`config.mk`:
```
export PLATFORM = sky130hd
export DESIGN_NAME = snp_resp_ctrl
export DESIGN_NICKNAME = d
export VERILOG_FILES = /design/src/rtl/snp_pkg.sv /design/src/rtl/snp_tag_store.sv /design/src/rtl/snp_action_dec.sv /design/src/rtl/snp_fill_window.sv /design/src/rtl/snp_resp_ctrl.sv
export SDC_FILE = /design/constraint.sdc
export NUM_CORES = 1
export LEC_CHECK = 0
export ABC_AREA = 1
export BUFFER_PORTS_ARGS = -buffer_cell sky130_fd_sc_hd__buf_2
export CAP_MARGIN = 40
export CORE_MARGIN = 4
export CORE_UTILIZATION = 50
export DETAILED_ROUTE_END_ITERATION = 8
export GPL_TIMING_DRIVEN = 0
export PLACE_DENSITY_LB_ADDON = 0.12
export REMOVE_ABC_BUFFERS = 1
export SYNTH_ARGS = -nofsm -noshare
export SYNTH_HDL_FRONTEND = slang
export SYNTH_SLANG_ARGS = --single-unit
```
`constraint.sdc`:
```
create_clock -name clk -period 2.5 [get_ports clk]
set_input_delay 0.25 -clock clk [delete_from_list [all_inputs] [get_ports clk]]
set_output_delay 0.25 -clock clk [all_outputs]
set_load 0.01 [all_outputs]
```
`src/rtl/snp_pkg.sv`:
```
package snp_pkg;

   typedef enum logic [1:0] {
      LN_INV = 2'd0,
      LN_EXC = 2'd1,
      LN_MOD = 2'd2,
      LN_RSV = 2'd3
   } line_st_e;

   typedef enum logic [3:0] {
      SK_READ     = 4'd0,
      SK_READ_AT  = 4'd1,
      SK_RWITM    = 4'd2,
      SK_RWITM_AT = 4'd3,
      SK_WKILL    = 4'd4,
      SK_FLUSH    = 4'd5,
      SK_CLEAN    = 4'd6,
      SK_KILL     = 4'd7,
      SK_SYNC     = 4'd8,
      SK_TLBI     = 4'd9
   } snp_kind_e;

   typedef struct packed {
      logic     push;
      logic     drop_resv;
      line_st_e nxt;
   } snp_act_t;

   function automatic logic kind_active(input logic [3:0] k);
      return k <= 4'd7;
   endfunction

endpackage

```
`src/rtl/snp_tag_store.sv`:
```
module snp_tag_store
   import snp_pkg::*;
#(
   parameter int LINES = 4,
   parameter int AW    = 12
) (
   input  logic                     clk,
   input  logic                     rst_n,
   input  logic [AW-1:0]            look_addr,
   output logic                     look_hit,
   output logic [$clog2(LINES)-1:0] look_slot,
   output line_st_e                 look_st,
   input  logic                     tw_en,
   input  logic [$clog2(LINES)-1:0] tw_slot,
   input  logic [AW-1:0]            tw_addr,
   input  line_st_e                 tw_st,
   input  logic                     sw_en,
   input  logic [$clog2(LINES)-1:0] sw_slot,
   input  line_st_e                 sw_st
);
   localparam int IW = $clog2(LINES);

   logic [LINES-1:0][1:0]    st_v;
   logic [LINES-1:0][AW-1:0] tag_v;
   logic [LINES-1:0]         match;

   for (genvar g = 0; g < LINES; g++) begin : g_line
      line_st_e      st_r;
      logic [AW-1:0] tag_r;
      logic          tw_hit;
      logic          sw_hit;

      assign tw_hit = tw_en && (tw_slot == IW'(g));
      assign sw_hit = sw_en && (sw_slot == IW'(g));

      always_ff @(posedge clk) begin
         if (!rst_n) begin
            st_r  <= LN_INV;
            tag_r <= '0;
         end else if (tw_hit) begin
            st_r  <= tw_st;
            tag_r <= tw_addr;
         end else if (sw_hit) begin
            st_r  <= sw_st;
         end
      end

      assign st_v[g]  = st_r;
      assign tag_v[g] = tag_r;
      assign match[g] = (st_r != LN_INV) && (tag_r == look_addr);
   end

   always_comb begin
      look_slot = '0;
      for (int i = LINES - 1; i >= 0; i--) begin
         if (match[i]) look_slot = IW'(i);
      end
      look_hit = |match;
      look_st  = line_st_e'(st_v[look_slot]);
   end

endmodule

```
`src/rtl/snp_action_dec.sv`:
```
module snp_action_dec
   import snp_pkg::*;
(
   input  logic [3:0] kind,
   input  logic       glob,
   input  logic       inhib,
   input  logic       burst,
   input  line_st_e   cur,
   output snp_act_t   act
);
   logic dirty;
   assign dirty = (cur == LN_MOD);

   always_comb begin
      act.push      = 1'b0;
      act.drop_resv = 1'b0;
      act.nxt       = cur;
      if (cur != LN_INV) begin
         case (kind)
            SK_READ, SK_READ_AT: begin
               if (inhib) begin
                  if (dirty) begin
                     act.push = 1'b1;
                     act.nxt  = LN_EXC;
                  end
               end else if (glob || burst) begin
                  act.push = dirty;
                  act.nxt  = LN_INV;
               end
            end
            SK_RWITM, SK_RWITM_AT, SK_FLUSH: begin
               act.push = dirty;
               act.nxt  = LN_INV;
            end
            SK_CLEAN: begin
               if (dirty) begin
                  act.push = 1'b1;
                  act.nxt  = LN_EXC;
               end
            end
            SK_WKILL: begin
               act.drop_resv = 1'b1;
               act.nxt       = LN_INV;
            end
            SK_KILL: begin
               act.nxt = LN_INV;
            end
            default: begin
               act.nxt = cur;
            end
         endcase
      end
   end

endmodule

```
`src/rtl/snp_fill_window.sv`:
```
module snp_fill_window
   import snp_pkg::*;
#(
   parameter int LINES    = 4,
   parameter int AW       = 12,
   parameter bit HAS_LATE = 1'b1
) (
   input  logic                     clk,
   input  logic                     rst_n,
   input  logic                     late_mode,
   input  logic                     ack_last,
   input  logic [$clog2(LINES)-1:0] f_slot,
   input  logic [AW-1:0]            f_addr,
   input  line_st_e                 f_st,
   output logic                     window,
   output logic                     tw_en,
   output logic [$clog2(LINES)-1:0] tw_slot,
   output logic [AW-1:0]            tw_addr,
   output line_st_e                 tw_st
);
   localparam int IW = $clog2(LINES);

   if (HAS_LATE) begin : g_late
      logic          dly_v;
      logic [IW-1:0] dly_slot;
      logic [AW-1:0] dly_addr;
      line_st_e      dly_st;

      always_ff @(posedge clk) begin
         if (!rst_n) begin
            dly_v    <= 1'b0;
            dly_slot <= '0;
            dly_addr <= '0;
            dly_st   <= LN_INV;
         end else begin
            dly_v    <= ack_last && late_mode;
            dly_slot <= f_slot;
            dly_addr <= f_addr;
            dly_st   <= f_st;
         end
      end

      assign window  = (ack_last && !late_mode) || dly_v;
      assign tw_en   = window;
      assign tw_slot = dly_v ? dly_slot : f_slot;
      assign tw_addr = dly_v ? dly_addr : f_addr;
      assign tw_st   = dly_v ? dly_st   : f_st;
   end else begin : g_early
      logic unused_mode;
      assign unused_mode = late_mode;
      assign window  = ack_last;
      assign tw_en   = ack_last;
      assign tw_slot = f_slot;
      assign tw_addr = f_addr;
      assign tw_st   = f_st;
   end

endmodule

```
`src/rtl/snp_resp_ctrl.sv`:
```
module snp_resp_ctrl
   import snp_pkg::*;
#(
   parameter int LINES    = 4,
   parameter int AW       = 12,
   parameter bit HAS_LATE = 1'b1
) (
   input  logic                     clk,
   input  logic                     rst_n,
   input  logic                     snp_valid,
   input  logic [3:0]               snp_kind,
   input  logic [AW-1:0]            snp_addr,
   input  logic                     snp_global,
   input  logic                     snp_inhibit,
   input  logic                     snp_burst,
   input  logic                     late_window,
   input  logic                     fill_ack_last,
   input  logic [$clog2(LINES)-1:0] fill_slot,
   input  logic [AW-1:0]            fill_addr,
   input  logic [1:0]               fill_state,
   input  logic                     resv_valid,
   input  logic [AW-1:0]            resv_addr,
   input  logic                     push_ack,
   output logic                     snp_retry,
   output logic                     push_req,
   output logic [AW-1:0]            push_addr,
   output logic                     upd_valid,
   output logic [$clog2(LINES)-1:0] upd_slot,
   output logic [1:0]               upd_state,
   output logic                     resv_cancel
);
   localparam int IW = $clog2(LINES);

   if (LINES < 2) begin : g_bad_lines
      $error("snp_resp_ctrl: LINES must be at least 2");
   end
   if (AW < 2) begin : g_bad_aw
      $error("snp_resp_ctrl: AW must be at least 2");
   end

   typedef enum logic {PS_IDLE = 1'b0, PS_PUSH = 1'b1} push_st_e;

   logic          look_hit;
   logic [IW-1:0] look_slot;
   line_st_e      look_st;
   snp_act_t      act;
   logic          window;
   logic          tw_en;
   logic [IW-1:0] tw_slot;
   logic [AW-1:0] tw_addr;
   line_st_e      tw_st;

   push_st_e      ps_q;
   logic [IW-1:0] pslot_q;
   line_st_e      pst_q;
   logic [AW-1:0] paddr_q;

   logic          busy;
   logic          active;
   logic          accept;
   logic          commit_push;
   logic          imm_upd;
   line_st_e      upd_st_e;

   snp_fill_window #(.LINES(LINES), .AW(AW), .HAS_LATE(HAS_LATE)) u_win (
      .clk       (clk),
      .rst_n     (rst_n),
      .late_mode (late_window),
      .ack_last  (fill_ack_last),
      .f_slot    (fill_slot),
      .f_addr    (fill_addr),
      .f_st      (line_st_e'(fill_state)),
      .window    (window),
      .tw_en     (tw_en),
      .tw_slot   (tw_slot),
      .tw_addr   (tw_addr),
      .tw_st     (tw_st)
   );

   snp_tag_store #(.LINES(LINES), .AW(AW)) u_tags (
      .clk       (clk),
      .rst_n     (rst_n),
      .look_addr (snp_addr),
      .look_hit  (look_hit),
      .look_slot (look_slot),
      .look_st   (look_st),
      .tw_en     (tw_en),
      .tw_slot   (tw_slot),
      .tw_addr   (tw_addr),
      .tw_st     (tw_st),
      .sw_en     (upd_valid),
      .sw_slot   (upd_slot),
      .sw_st     (upd_st_e)
   );

   snp_action_dec u_dec (
      .kind  (snp_kind),
      .glob  (snp_global),
      .inhib (snp_inhibit),
      .burst (snp_burst),
      .cur   (look_st),
      .act   (act)
   );

   assign busy   = (ps_q == PS_PUSH);
   assign active = snp_valid && kind_active(snp_kind);
   assign accept = active && !busy && !window && look_hit;

   assign snp_retry   = active && (busy || window || (look_hit && act.push));
   assign resv_cancel = accept && act.drop_resv && resv_valid && (resv_addr == snp_addr);

   assign commit_push = busy && push_ack;
   assign imm_upd     = accept && !act.push && (act.nxt != look_st);
   assign upd_valid   = commit_push || imm_upd;
   assign upd_slot    = commit_push ? pslot_q : look_slot;
   assign upd_st_e    = commit_push ? pst_q : act.nxt;
   assign upd_state   = upd_st_e;

   always_ff @(posedge clk) begin
      if (!rst_n) begin
         ps_q    <= PS_IDLE;
         pslot_q <= '0;
         pst_q   <= LN_INV;
         paddr_q <= '0;
      end else if (accept && act.push) begin
         ps_q    <= PS_PUSH;
         pslot_q <= look_slot;
         pst_q   <= act.nxt;
         paddr_q <= snp_addr;
      end else if (commit_push) begin
         ps_q    <= PS_IDLE;
      end
   end

   assign push_req  = busy;
   assign push_addr = paddr_q;

endmodule

```
== After elaboration in Yosys (flattened, before gate mapping) ==
Cells that the tools add are included.

* Flip-flop bits (word level): 90
* Bits in latches: 0
* Memory bits (writable): 0
* Bits in read-only memories: 0
* Word-level logic and storage cells: 122
* Memories: 0

* Add/sub/neg operators: 0
* Multiply operators: 0
* Divide/modulo/power cells: 0
* $lt $le $gt $ge: 2
* Eq/ne operators: 20
* Shift-type cells: 0
* Muxes and demuxes: 31
* Bitwise gates (word level): 0
* Reduce and logical (&&, ||, !) cells: 53

{| class="wikitable"
|+ Operator list
! operator !! number
|-
| 12-bit == test || 5
|-
| 2-bit two-way mux || 20
|-
| 1-bit logical AND || 27
|-
| 2-bit nonzero test || 10
|-
| 4-bit by 3-bit == test with 1-bit output, second input constant || 4
|-
| 12-bit two-way mux || 1
|-
| 2-bit == test, second input constant || 5
|-
| 4-bit by 2-bit == test with 1-bit output, second input constant || 2
|-
| 1-bit two-way mux || 6
|-
| 2-bit case mux with 3 select lines || 1
|-
| 1-bit logical OR || 5
|-
| 5-bit OR reduction || 1
|-
| 2-bit binary-select mux with 2-bit select || 1
|-
| 2-bit by 1-bit == test with 1-bit output, second input constant || 2
|-
| 4-bit by 1-bit == test with 1-bit output, second input constant || 1
|-
| 4-bit by 3-bit less-or-equal comparator with 1-bit output, second input constant || 1
|-
| 1-bit logical NOT || 4
|-
| 2-bit logical NOT || 2
|-
| 4-bit logical NOT || 1
|-
| 4-bit two-way mux || 1
|-
| 4-bit OR reduction || 1
|-
| 2-bit by 3-bit less-than comparator with 1-bit output, second input constant || 1
|-
| 1-bit case mux with 3 select lines || 1
|-
| 3-bit OR reduction || 1
|-
| 2 further kinds || 2
|}

== Depth between registers and ports, before layout ==
* Word-level depth: 20
* Gate-level depth with buffers: 25
* Gate-level depth less buffers: 25

== Cells and area by module ==
From an unflattened synthesis, not the netlist that was laid out.

* Cells, all modules: 925
* Area, all modules: 5510.3 um^2

{| class="wikitable"
|+ Modules (own cells, without submodules)
! module !! instances !! cells an instance !! area an instance (um^2)
|-
| snp_tag_store || 1 || 603 || 3568.4
|-
| snp_resp_ctrl || 1 || 173 || 1018.5
|-
| snp_fill_window || 1 || 110 || 744.5
|-
| snp_action_dec || 1 || 39 || 178.9
|}

== Worst setup path after synthesis ==
Ideal clock, no wire load.

* Path kind: input-to-reg
* Start point: input snp_addr[2]
* End point: register u_tags.g_line[2].st_r[0]
* Setup time: 0.115 ns
* Arrival time: 2.135 ns
* Data required time: 2.385 ns
* Slack: 0.250 ns
* Cell stages on the path: 15
* Path buffers: 1
* Path through: buf_4 > xnor2_1 > nand3_1 > nor3_1 > nand3_1 > o21ai_0 > inv_1 > nor2_1 > inv_1 > o21ai_0 > inv_1 > nor2_1 > nand2_1 > a21oi_1 > nor2_1

{| class="wikitable"
|+ RTL lines
! item !! line !! RTL
|-
| from (decl) || snp_resp_ctrl.sv:12 || <nowiki>input logic [AW-1:0] snp_addr,</nowiki>
|-
| 12-bit == test || snp_tag_store.sv:50 || <nowiki>assign match[g] = (st_r != LN_INV) && (tag_r == look_addr);</nowiki>
|-
| 1-bit logical AND || snp_tag_store.sv:50 ||
|-
| 2-bit two-way mux (3 in a row) || snp_tag_store.sv:56 || <nowiki>if (match[i]) look_slot = IW'(i);</nowiki>
|-
| 2-bit two-way mux (*) || snp_tag_store.sv:56 ||
|-
| 2-bit two-way mux (*) || snp_resp_ctrl.sv:115 || <nowiki>assign upd_slot = commit_push ? pslot_q : look_slot;</nowiki>
|-
| named net upd_slot[1] || snp_resp_ctrl.sv:28 || <nowiki>output logic [$clog2(LINES)-1:0] upd_slot,</nowiki>
|-
| 2-bit == test (*) || snp_tag_store.sv:34 || <nowiki>assign sw_hit = sw_en && (sw_slot == IW'(g));</nowiki>
|-
| 1-bit logical AND (*) || snp_tag_store.sv:34 ||
|-
| 2-bit nonzero test (no source line) (*) || - ||
|-
| to (signal assigned) || snp_tag_store.sv:41 || <nowiki>st_r <= tw_st;</nowiki>
|-
| to (signal assigned) || snp_tag_store.sv:44 || <nowiki>st_r <= sw_st;</nowiki>
|-
| to (decl) || snp_tag_store.sv:28 || <nowiki>line_st_e st_r;</nowiki>
|}

The timed path passes the listed nets; every way through them passes the cells marked *. The select of a mux whose other input is x is not followed.
A chain may end at the register's enable or synchronous reset.

== Final worst setup path ==
* Start point: register u_tags.g_line[3].tag_r[5]
* End point: output upd_valid

* Cells in the longest elaborated chain, start to end: 17

{| class="wikitable"
|+ RTL lines
! item !! line !! RTL
|-
| from (decl) || snp_tag_store.sv:29 || <nowiki>logic [AW-1:0] tag_r;</nowiki>
|-
| from (signal assigned) || snp_tag_store.sv:42 || <nowiki>tag_r <= tw_addr;</nowiki>
|-
| 12-bit == test (*) || snp_tag_store.sv:50 ||
|-
| 1-bit logical AND (*) || snp_tag_store.sv:50 ||
|-
| 2-bit two-way mux (4 in a row) || snp_tag_store.sv:56 ||
|-
| 2-bit binary-select mux with 2-bit select || snp_tag_store.sv:59 || <nowiki>look_st = line_st_e'(st_v[look_slot]);</nowiki>
|-
| 2-bit two-way mux (not written as such) || snp_tag_store.sv:59 ||
|-
| 2-bit == test || snp_action_dec.sv:12 || <nowiki>assign dirty = (cur == LN_MOD);</nowiki>
|-
| 1-bit two-way mux, on equally long branches || snp_action_dec.sv:26, snp_action_dec.sv:22, snp_action_dec.sv:36 ||
|-
| 1-bit two-way mux || snp_action_dec.sv:21 || <nowiki>if (inhib) begin</nowiki>
|-
| 1-bit case mux with 3 select lines || snp_action_dec.sv:19 || <nowiki>case (kind)</nowiki>
|-
| 4-bit two-way mux || snp_action_dec.sv:18 || <nowiki>if (cur != LN_INV) begin</nowiki>
|-
| 1-bit logical NOT || snp_resp_ctrl.sv:113 || <nowiki>assign imm_upd = accept && !act.push && (act.nxt != look_st);</nowiki>
|-
| 1-bit logical AND || snp_resp_ctrl.sv:113 ||
|-
| 1-bit logical AND (*) || snp_resp_ctrl.sv:113 ||
|-
| 1-bit logical OR (*) || snp_resp_ctrl.sv:114 || <nowiki>assign upd_valid = commit_push || imm_upd;</nowiki>
|-
| to (decl) || snp_resp_ctrl.sv:27 || <nowiki>output logic upd_valid,</nowiki>
|}

Mark *: on every way between the ends. The rest lies on a longest branch, timed or not. The select of a mux whose other input is x is not followed.

==> metrics.md <==
| Metric | Value |
|---|---|
| Unrepaired setup endpoints after global routing | `true` |
| Mean number of vias per cell | `around 5.4` |
| Worst setup slack after layout | `-0.215 ns` |
| Synthesized flop and latch total | `90` |
| Final Skew | `about 0.011 ns` |
| TNS Setup | `-3.04 ns` |
| Maximum number of pins on one net before global-route repair | `57` |
| Capturing point of the worst reg2reg path | `push_req` |
| CTS H-tree lvls | `3` |
| Final wirelength | `approximately 17 mm` |
| Arrival time of data at the critical path endpoint | `approximately 2.5 ns` |
| Area growth, synth to finish | `31.5%` |
| Final count of negative-setup-slack endpoints | `28` |
| Number of buffers added by the clock tree synthesis step | `9` |
| Sequential share of the synthesized area | `about a third` |
| Endpoint kind of the worst setup timing path | `output port` |
| Static leakage power | `about 3.2 nW` |
| Clk slew on worst S/H paths | `approximately 0.10 ns` |
| DRC violations left | `0` |
| Clock Path Buffers | `2` |
| Per-cell routed wire length | `about 16 um` |
| Worst max-slew margin expressed relative to the limit | `52.0%` |
| Failing checks | `negative setup slack` |
| Total vias in the final route | `5835` |
| Least-Margin Pin Slew | `~0.7 ns` |
| Final number of hold-violating endpoints | `0` |
| Sink Count | `90` |
| Number of max-capacitance violations reported | `0` |
| Fmax | `about 370 MHz` |
| Final antenna-violating net count | `0` |
| Final HPWL from detailed placement | `between 10 and 15 mm` |
| Period Utilization, post-route | `109%` |
| Area occupied by multi-input gates | `about 3300 um2` |
| Global placer's final weighted congestion | `0.998` |
| Total number of nets in the final design | `between 900 and 1000` |
| Width of the die | `around 110 um` |
| Worst Setup Slack post-DPL | `-0.684 ns` |
| Peak supply drop | `~0.34 mV` |
| Via count of the first global-routing pass | `~5200` |
| Skew-Pair Late Insertion Delay | `0.37 ns` |
| Count of boundary I/O pins | `74` |
| Outcome | `finished, violations left` |
| Critical setup path kind | `reg2out` |
| Global-route wire length before repair | `about 25 mm` |
| Library cells used by synthesis | `39` |
| Height of the die | `roughly 110 um` |
| Commonest non-fill, non-tap cells in the layout | `sky130_fd_sc_hd__nand2_1, sky130_fd_sc_hd__inv_1, sky130_fd_sc_hd__buf_2` |
| Hold-critical path depth | `3` |
| Fill cell total of the finished layout | `952` |
| Synthesized netlist cell count | `820` |
| Starting Density | `51.0%` |
| Antenna violations before repair | `0` |
| Worst R2R Path Depth | `22` |
| Data required time of the critical path | `2.25 ns` |
| Floorplan die area | `12100 um2` |
| Path category of the worst min-delay check | `in2reg` |
| Final hold slack | `~0.067 ns` |
| Share of final-layout standard cells stronger than drive strength 1 | `between 30% and 40%` |
| Leftover overflow at the end of global routing | `0` |
| Critical hold path startpoint | `fill_addr[5]` |
| Crit path launch type | `flip-flop` |
| Shortest period the worst path allows | `2.72 ns` |
| Highest net fanout along the worst path | `6` |
| Site row count | `37` |
| Diodes inserted | `0` |
| Warnings from Yosys | `0` |
| All-layer global routing usage | `27.1%` |
| Worst Hold End | `u_win.g_late.dly_addr[5]` |
| Worst flop-to-flop path startpoint | `u_tags.g_line[3].tag_r[5]` |
| Register Area | `about 1800 um2` |
| Root buffer selected by CTS | `sky130_fd_sc_hd__clkbuf_8` |
| First-pass iteration count of the detailed router | `5` |
| Mean Syn Cell Area | `around 6.4 um2` |
| Util after Layout | `about two thirds` |
| Number of DRC markers after the initial detailed-route iteration | `approximately 470` |
| Number of hold buffers added after CTS | `0` |
| Final Max Slew Viols | `0` |
| Post-Synthesis Cell Area | `~5200 um2` |
| Core area | `10200 um2` |
| Port-buffer cells | `73` |
| Most common cell after layout, fill and taps aside | `sky130_fd_sc_hd__nand2_1` |
| CTS tree | `yes` |
| FF-to-FF setup slack | `-0.20 ns` |
| PwrDens | `about 480 nW/um2` |
[worst max-delay path: stages (launching register included)]
cell and delay [ns]:
sky130_fd_sc_hd__dfxtp_2 0.36, sky130_fd_sc_hd__inv_2 0.06, sky130_fd_sc_hd__nand2_4 0.07, sky130_fd_sc_hd__nand2_2 0.05, sky130_fd_sc_hd__inv_2 0.05, sky130_fd_sc_hd__nand2_2 0.06, sky130_fd_sc_hd__nor2_4 0.09, sky130_fd_sc_hd__nand2_2 0.08
sky130_fd_sc_hd__nor2_2 0.09, sky130_fd_sc_hd__nand2_2 0.07, sky130_fd_sc_hd__nand2_4 0.09, sky130_fd_sc_hd__nand2_4 0.08, sky130_fd_sc_hd__o211ai_1 0.22, sky130_fd_sc_hd__nand2_2 0.14, sky130_fd_sc_hd__nor3b_4 0.23, sky130_fd_sc_hd__nor2_1 0.07
sky130_fd_sc_hd__nand2_1 0.08, sky130_fd_sc_hd__nand2_2 0.07, sky130_fd_sc_hd__buf_6 0.13
[cell type report]
class	instances	area share, %
well taps	136	2.48
inverters	109	6.13
repair buffers	127	12.5
clock buffers	11	2.21
flip-flops and latches	90	26.8
repair inverters	3	0.292
multi-input cells	594	48.7
clock inverters	5	0.912
[worst max path at each step]
stage                                    from  slack, ns                  endpoint
floorplan           u_tags.g_line[3].tag_r[5]      -0.16                pslot_q[0]
global placement                  snp_addr[4]      -0.93              push_addr[6]
detailed placement         u_win.g_late.dly_v      -0.68  u_tags.g_line[2].st_r[0]
CTS                 u_tags.g_line[0].tag_r[3]      -0.18              upd_state[0]
global route        u_tags.g_line[1].tag_r[8]      -0.43                 upd_valid
finish              u_tags.g_line[3].tag_r[5]      -0.22                 upd_valid
[where the power goes]
group	internal [W]	switching, W
Combinational	0.000268	0.000426
Clock	0.000521	0.000558
Sequential	0.00150	0.0000390
Total	0.00229	0.00102
[metal layers]
| layer | share of wire (%) | up-vias | routed length [um] | global-route usage (%) |
|---|---|---|---|---|
| met5 | 0 | - | 0 | 0 |
| met4 | 2.8 | 0 | 478 | 9.41 |
| met3 | 6.1 | 38 | 1060 | 4.19 |
| met2 | 47 | 213 | 8130 | 45.3 |
| met1 | 44 | 2689 | 7580 | 35.5 |
| li1 | - | 2895 | - | - |
[cells by family (layout without fill, tap and decap cells)]
| family | count (synthesis) | in the layout | synth area share [%] |
|---|---|---|---|
| and+or+nand+nor | 401 | 401 | 32.6 |
| AOI/OAI and AO/OA | 170 | 170 | 18.1 |
| buffers and inverters | 136 | 255 | 10.3 |
| DFF | 90 | 90 | 34.5 |
| muxes | 14 | 14 | 3.02 |
| xor gates and xnor gates | 9 | 9 | 1.51 |
[repair_timing]
action | 4_1_cts | 5_1_grt
pin swaps | 10 | 22
resized for setup | 81 | 106
endpoints found under the setup margin | 70 | 50
setup buffers | 31 | 18
cloned | 1 | 4
[through the flow]
| step | area, um2 | instances | total power [W] |
|---|---|---|---|
| after floorplan | 5090 | 793 | 0.00190 |
| after global placement | 5630 | 1002 | 0.00208 |
| after detailed placement | 5670 | 1005 | 0.00210 |
| after CTS | 6330 | 1053 | 0.00323 |
| after global routing | 6860 | 1075 | 0.00347 |
| final | 6860 | 1075 | 0.00331 |
[registers in the layout (all words and copies together), names as in the netlist]
signal	count
u_win.g_late.dly_v	1
push_req	1
u_tags.g_line.tag_r	48
u_win.g_late.dly_addr	12
pst_q	2
pslot_q	2
push_addr	12
u_win.g_late.dly_st	2
u_win.g_late.dly_slot	2
u_tags.g_line.st_r	8
[synth_stat cells, drive strengths merged]
| cell | n | area, um2 |
|---|---|---|
| a2111oi | 1 | 8.76 |
| a211oi | 1 | 7.51 |
| a21boi | 1 | 7.51 |
| a21oi | 71 | 397 |
| a221oi | 2 | 17.5 |
| a22o | 3 | 26.3 |
| a31oi | 1 | 6.26 |
| buf | 9 | 60.1 |
| clkbuf | 18 | 67.6 |
| clkinv | 3 | 11.3 |
| dfxtp | 90 | 1800 |
| inv | 106 | 398 |
| mux2 | 14 | 158 |
| nand2 | 227 | 872 |
| nand3 | 46 | 230 |
| nand3b | 2 | 15.0 |
| nand4 | 11 | 68.8 |
| nor2 | 83 | 312 |
| nor3 | 18 | 106 |
| nor3b | 3 | 27.5 |
| nor4 | 10 | 62.6 |
| o2111ai | 2 | 17.5 |
| o211ai | 3 | 22.5 |
| o21ai | 81 | 405 |
| o21bai | 1 | 7.51 |
| o22ai | 3 | 18.8 |
| or2 | 1 | 6.26 |
| xnor2 | 7 | 61.3 |
| xor2 | 2 | 17.5 |
Power figures use the tool's default switching activity.
